### src/rtl/mpc_pkg.sv
package mpc_pkg;

  localparam int unsigned ADDR_W = 3;
  localparam int unsigned DEPTH  = 1 << ADDR_W;

  typedef logic [ADDR_W-1:0] addr_t;

  typedef enum logic [1:0] {
    COND_NONE = 2'd0,
    COND_GO   = 2'd1,
    COND_LSB  = 2'd2,
    COND_ZERO = 2'd3
  } cond_e;

  typedef struct packed {
    logic init;
    logic clr;
    logic load;
    logic shift;
  } ctrl_t;

  localparam int unsigned CTRL_W = $bits(ctrl_t);

  // nxt_t: taken when condition is 1 or none is tested; nxt_f otherwise
  typedef struct packed {
    ctrl_t ctrl;
    cond_e cond;
    addr_t nxt_t;
    addr_t nxt_f;
  } uinstr_t;

  localparam addr_t A_IDLE  = addr_t'(0);
  localparam addr_t A_INIT  = addr_t'(1);
  localparam addr_t A_TEST  = addr_t'(2);
  localparam addr_t A_ADD   = addr_t'(3);
  localparam addr_t A_SHIFT = addr_t'(4);

  function automatic uinstr_t uprog_word(addr_t a);
    uinstr_t w;
    w = '0;
    w.cond  = COND_NONE;
    w.nxt_t = A_IDLE;
    w.nxt_f = A_IDLE;
    case (a)
      A_IDLE: begin
        w.cond  = COND_GO;
        w.nxt_t = A_INIT;
        w.nxt_f = A_IDLE;
      end
      A_INIT: begin
        w.ctrl.init = 1'b1;
        w.ctrl.clr  = 1'b1;
        w.nxt_t     = A_TEST;
        w.nxt_f     = A_TEST;
      end
      A_TEST: begin
        w.cond  = COND_LSB;
        w.nxt_t = A_ADD;
        w.nxt_f = A_SHIFT;
      end
      A_ADD: begin
        w.ctrl.load = 1'b1;
        w.nxt_t     = A_SHIFT;
        w.nxt_f     = A_SHIFT;
      end
      A_SHIFT: begin
        w.ctrl.shift = 1'b1;
        w.ctrl.clr   = 1'b1;
        w.cond       = COND_ZERO;
        w.nxt_t      = A_IDLE;
        w.nxt_f      = A_TEST;
      end
      default: ; // unused words: no outputs, back to idle
    endcase
    return w;
  endfunction

endpackage

### src/rtl/mpc_addr_reg.sv
module mpc_addr_reg
  import mpc_pkg::*;
#(
  parameter addr_t RST_ADDR = A_IDLE
) (
  input  logic  clk_i,
  input  logic  rst_ni,
  input  addr_t nxt_i,
  output addr_t addr_o
);

  always_ff @(posedge clk_i or negedge rst_ni) begin
    if (!rst_ni) addr_o <= RST_ADDR;
    else         addr_o <= nxt_i;
  end

endmodule

### src/rtl/mpc_ctrl_mem.sv
module mpc_ctrl_mem
  import mpc_pkg::*;
#(
  parameter int unsigned WORDS = DEPTH
) (
  input  addr_t   addr_i,
  output uinstr_t word_o
);

  uinstr_t rom [WORDS];

  for (genvar i = 0; i < WORDS; i++) begin : g_word
    assign rom[i] = uprog_word(addr_t'(i));
  end

  assign word_o = rom[addr_i];

endmodule

### src/rtl/mpc_next_addr.sv
module mpc_next_addr
  import mpc_pkg::*;
(
  input  cond_e cond_i,
  input  addr_t nxt_t_i,
  input  addr_t nxt_f_i,
  input  logic  go_i,
  input  logic  mplr_lsb_i,
  input  logic  cnt_zero_i,
  output addr_t nxt_o
);

  logic take_t;

  always_comb begin
    unique case (cond_i)
      COND_GO:   take_t = go_i;
      COND_LSB:  take_t = mplr_lsb_i;
      COND_ZERO: take_t = cnt_zero_i;
      default:   take_t = 1'b1;
    endcase
  end

  assign nxt_o = take_t ? nxt_t_i : nxt_f_i;

endmodule

### src/rtl/mpc_ctrl_top.sv
module mpc_ctrl_top
  import mpc_pkg::*;
(
  input  logic clk_i,
  input  logic rst_ni,
  input  logic go_i,
  input  logic mplr_lsb_i,
  input  logic cnt_zero_i,
  output logic init_o,
  output logic clr_carry_o,
  output logic load_o,
  output logic shift_o
);

  addr_t   addr_q;
  addr_t   addr_d;
  uinstr_t word;

  mpc_addr_reg #(
    .RST_ADDR (A_IDLE)
  ) u_areg (
    .clk_i  (clk_i),
    .rst_ni (rst_ni),
    .nxt_i  (addr_d),
    .addr_o (addr_q)
  );

  mpc_ctrl_mem #(
    .WORDS (DEPTH)
  ) u_mem (
    .addr_i (addr_q),
    .word_o (word)
  );

  mpc_next_addr u_nxt (
    .cond_i     (word.cond),
    .nxt_t_i    (word.nxt_t),
    .nxt_f_i    (word.nxt_f),
    .go_i       (go_i),
    .mplr_lsb_i (mplr_lsb_i),
    .cnt_zero_i (cnt_zero_i),
    .nxt_o      (addr_d)
  );

  assign init_o      = word.ctrl.init;
  assign clr_carry_o = word.ctrl.clr;
  assign load_o      = word.ctrl.load;
  assign shift_o     = word.ctrl.shift;

endmodule

### config.mk
export PLATFORM = sky130hd
export DESIGN_NAME = mpc_ctrl_top
export DESIGN_NICKNAME = d
export VERILOG_FILES = /design/src/rtl/mpc_pkg.sv /design/src/rtl/mpc_addr_reg.sv /design/src/rtl/mpc_ctrl_mem.sv /design/src/rtl/mpc_next_addr.sv /design/src/rtl/mpc_ctrl_top.sv
export SDC_FILE = /design/constraint.sdc
export NUM_CORES = 1
export LEC_CHECK = 0
export ABC_AREA = 0
export BUFFER_PORTS_ARGS = -buffer_cell sky130_fd_sc_hd__buf_2
export CAP_MARGIN = 20
export CORE_AREA = 2 2 39 41
export DETAILED_ROUTE_END_ITERATION = 8
export DIE_AREA = 0 0 41 43
export SYNTH_ARGS = -nofsm -noshare
export SYNTH_HDL_FRONTEND = slang
export SYNTH_SLANG_ARGS = --single-unit
### constraint.sdc
create_clock -name clk_i -period 1.6 [get_ports clk_i]
set_input_delay 0.08 -clock clk_i [delete_from_list [all_inputs] [get_ports clk_i]]
set_output_delay 0.08 -clock clk_i [all_outputs]
set_load 0.02 [all_outputs]
; ---- Word-level counts from Yosys, hierarchy flattened
; Memory sizes are Yosys's and may differ from the RTL's.
; Cells that the tools add are included.
[word_totals]
in_bits = 5
regBits = 3
latch_bits = 0
output_inout_bits = 4
n_memories = 1
ram_bits = 0
rom_bits = 96
elab_cells = 11
[memory_table]
columns = name, depth, width, rd, rd_clocked_by_memory_dff, wr, line
row1 = (no name shown), 8, 12, 1, 0, 0, mpc_ctrl_mem.sv:16  ; assign word_o = rom[addr_i];
[classes]
div = 0
n_eq_ne = 3
mul = 0
reduce_logical = 0
n_bitwise = 1
shift = 0
order_cmp = 1
muxes = 4
add_sub_neg = 0
[ops]
columns = cell, n
row1 = $mux W12, 2
row2 = $eq A2 B2 Y1 const B, 2
row3 = $ge A4 B4 Y1 const B, 1
row4 = $not A3 Y4, 1
row5 = $mux W3, 1
row6 = $pmux W1 S3, 1
row7 = $eq A2 B1 Y1 const B, 1

; ---- Depth between registers and ports, before layout
[depth]
word_depth = 7
mapped_depth = 5

; ---- Modules after synthesis
; A second synthesis with hierarchy kept.
[unflattened]
hier_cells = 29
hier_area_um2 = 315.3
[modules_own_cells]
columns = module, seq_area_each_um2, area_per_inst_um2, n_inst, cells_per_inst
row1 = mpc_ctrl_mem, 0.0, 175.2, 1, 20
row2 = mpc_addr_reg, 75.1, 75.1, 1, 3
row3 = mpc_next_addr, 0.0, 65.1, 1, 6

; ---- Worst setup path after synthesis
; OpenSTA, ideal clock, no wires.
[synth_timing]
kind = register -> register
start = register u_areg.addr_o[1]
end = register u_areg.addr_o[1]
t_required_ps = 1475
stages_incl_launch_ff = 6
setup_ps = 125
setup_slack_ps = -86
n_path_buf = 0
t_arrival_ps = 1560
path_cell_list = dfrtp_1 inv_1 ha_1 mux2_4 mux2_4 mux2_4
[synth_between]
elab_chain_cells = 7
elab_cells_between_ends = 9
classes_between = eq/ne: 3 / mux: 4 / bitwise: 1 / memory: 1
[synth_rtl]
columns = element, line
row1 = from (decl), mpc_addr_reg.sv:9  ; output addr_t addr_o
row2 = from (signal assigned), mpc_addr_reg.sv:14  ; else addr_o <= nxt_i;
row3 = $not A3 Y4 (not written as such) (*), mpc_ctrl_mem.sv:16
row4 = $mem_v2 Z8 W12 (*), -
row5 = $mux W12 (not written as such) (*) (2 in a row), mpc_ctrl_mem.sv:16
row6 = $eq A2 B2 Y1 / $eq A2 B1 Y1 (equally long branches), mpc_next_addr.sv:16  ; unique case (cond_i)
row7 = $pmux W1 S3, mpc_next_addr.sv:16
row8 = $mux W3 (*), mpc_next_addr.sv:24  ; assign nxt_o = take_t ? nxt_t_i : nxt_f_i;
row9 = named net addr_d[1], mpc_ctrl_top.sv:16  ; addr_t addr_d;
; The timed path passes the listed nets; every way through them passes the cells marked *. The select of a mux whose other input is x is not followed.

; ---- Worst setup path after layout
; Ends and elaborated chain as after synthesis.

==> results.toml <==
[grt]
grt_max_degree = 8
grt_pass1_vias = 227
track_usage = 0.0802
grt_pass1_wl_um = 903
antenna_found_initial = 0
overflow = 0

[run_status]
outcome = "finished, violations left"
violations = "setup timing"

[detailed_routing]
routedWlPerCell_um = 9.28
first_pass_iters = 2
routed_wl_um = 557
vias_per_cell = 3.70
drc = 0
ant_nets = 0
drt_iter0_markers = 4
num_vias = 222

[die]
core_area_um2 = 1380
io-pin-count = 9
die_area_um2 = 1760
initial_core_util = 0.205
fp-row-count = 14
fp.dieH_um = 43
dieWidth_um = 41

[logic_synthesis]
yosysTopAreaCellShare = 0.264
synthTopCellsByArea = "dfrtp_1 26%, ha_1 22%, mux2_4 21%"
avgSynthCellArea_um2 = 10.9
synthCells = 26
post_synth_num_cell_types = 14
synth_nets = 36
ys_warn_count = 0
ys_ff_latch = 3
ys.flop_type = "dfrtp_1"
synth_edf_count = 0
yosysTopAreaCell = "dfrtp_1"
synthArstFlopShare = 1.00
synth.most_common_cell = "ha_1"
synth_seq_area_share = 0.264
ys_top_cells_by_count = "5 x ha_1, 4 x mux2_4, 3 x dfrtp_1, 3 x nor2b_1, 2 x inv_1"
synth_area_um2 = 284

[power]
p_leak_nw = 0.240
peakVddDrop_mv = 0.510
total_power_mw = 0.833
power_density_nw_per_um2 = 1860

[critical_path]
arrival_ns = 1.77
cpPeakStageDelay_ns = 0.40
critPathLaunchType = "flip-flop"
crit_fanout = 4
worstSetupPathType = "reg -> reg"
endpoint_kind = "flip-flop"
slowest_stage = "dfrtp_1"
r2r_cells = 5
path_common_cell = "mux2_4"
reg2reg_to = "u_areg.addr_o[1]"
r2r-start = "u_areg.addr_o[1]"
worstPathCellList = "inv_2, ha_4, mux2_4, mux2_4, mux2_4"
required_ns = 1.71
reg2reg_slack_ns = -0.06

[layout]
largest_reg_flops = 3
drive_gt1_frac = 0.614
regMostFlops = "u_areg.addr_o"
top_regs = "u_areg.addr_o x3"
final_nets = 55
n_antenna_cell = 0
nFillCells = 144
area_growth_pct = 57.3

[clocking]
clock_path_buffers = 2
clkLatencyLatePin_ns = 0.23
cts.sinks = 3
cts-root-buf = "clkbuf_4"
htree_levels = 1
cts_tree = "yes"
cts_buffers = 3
clk_pin_slew_ns = 0.03

[timing]
tns_ns = -0.126
setup_viol = 2
period_needed_ns = 1.66
finClkSkew_ns = 0.00436
rsz0062_at_grt = "yes"
max_freq_mhz = 601
finalHoldViolCount = 0
fin_crit_sh = 1.04
setup_ws_ns = -0.0638
slew_headroom = 0.866
worstMarginPinSlew_ns = 0.196
finalMaxSlewViolations = 0

[placed_design]
gp_congestion = 0.705
place_hpwl_um = 465
pre_cts_ws_ns = -0.0894
port-buffer-count = 8

[flow_run]
maxCapViolCount = 0

[min_path]
worstHoldPathCells = 3
worstHoldStart = "go_i"
min_to = "u_areg.addr_o[0]"
holdCritPathClass = "in -> reg"
-- area by class of cell --
cell class,count,area [µm²],share of cell area
tap,16,20.0,0.0448
inverter,2,7.51,0.0168
clock buffer,4,26.3,0.0588
timing repair buffer,15,101,0.227
multi-input combinational,20,216,0.485
sequential,3,75.1,0.168
-- worst max path at each step --
stage                     startpoint               end  slack [ns]  cells after the start
finish              u_areg.addr_o[1]  u_areg.addr_o[1]       -0.06                      5
global route        u_areg.addr_o[1]  u_areg.addr_o[1]       -0.12                      5
CTS                 u_areg.addr_o[1]  u_areg.addr_o[1]       -0.08                      5
detailed placement  u_areg.addr_o[1]  u_areg.addr_o[2]       -0.09                      5
global placement    u_areg.addr_o[1]  u_areg.addr_o[2]       -0.07                      5
floorplan           u_areg.addr_o[1]  u_areg.addr_o[1]       -0.02                      5
-- cell families (layout without fill, tap and decap cells) --
| kind of cell | count (synthesis) | after routing | share of synthesized area |
|---|---|---|---|
| AND/OR/NAND/NOR | 8 | 8 | 0.172 |
| adder cells (fa/ha/maj) | 5 | 5 | 0.220 |
| buffers and inverters | 3 | 21 | 0.0529 |
| flip-flops | 3 | 3 | 0.264 |
| multiplexers | 5 | 5 | 0.247 |
| AO/OA/AOI/OAI | 2 | 2 | 0.0440 |
-- per-stage QoR --
step,hold slack [ns],instance area [µm²],cells,util
2_1_floorplan,-0.216,297,26,-
3_3_place_gp,-0.124,379,53,0.274
3_5_place_dp,-0.122,379,53,0.274
4_1_cts,0.123,423,59,0.306
5_1_grt,0.137,447,60,0.323
6_report,0.132,447,60,0.323
-- timing repair --
item | in CTS | in global routing
hold buffers | 1 | 0
endpoints found under the setup margin | 2 | 3
resized for setup | 0 | 5
buffers inserted | 1 | 1
pin swaps | 1 | 0
hold endpoints to repair | 3 | 0
-- per-layer routing --
layer  track usage  part of all wire
met1         0.105              0.49
met2         0.100              0.47
met3        0.0314             0.041
met4        0.0600                 0
met5             0                 0
-- critical path, delay by kind of cell, from the launching register on --
| kind | cells | cell delay (ns) |
|---|---|---|
| buffers and inverters | 1 | 0.10 |
| muxes | 3 | 0.90 |
| adders and majority gates | 1 | 0.15 |
| DFF | 1 | 0.40 |
-- power breakdown --
part           switching, mW  internal (mW)
logic                  0.235          0.335
registers             0.0256          0.106
clock network         0.0384         0.0934
-- layout by cell type, fill, tap and decap left out, types with 2 or more instances in the layout --
master    n
nor2b_1   2
dfrtp_1   3
mux2_4    4
ha_1      3
clkbuf_4  3
buf_4     6
buf_2     7
inv_2     2
Power figures use the tool's default switching activity.
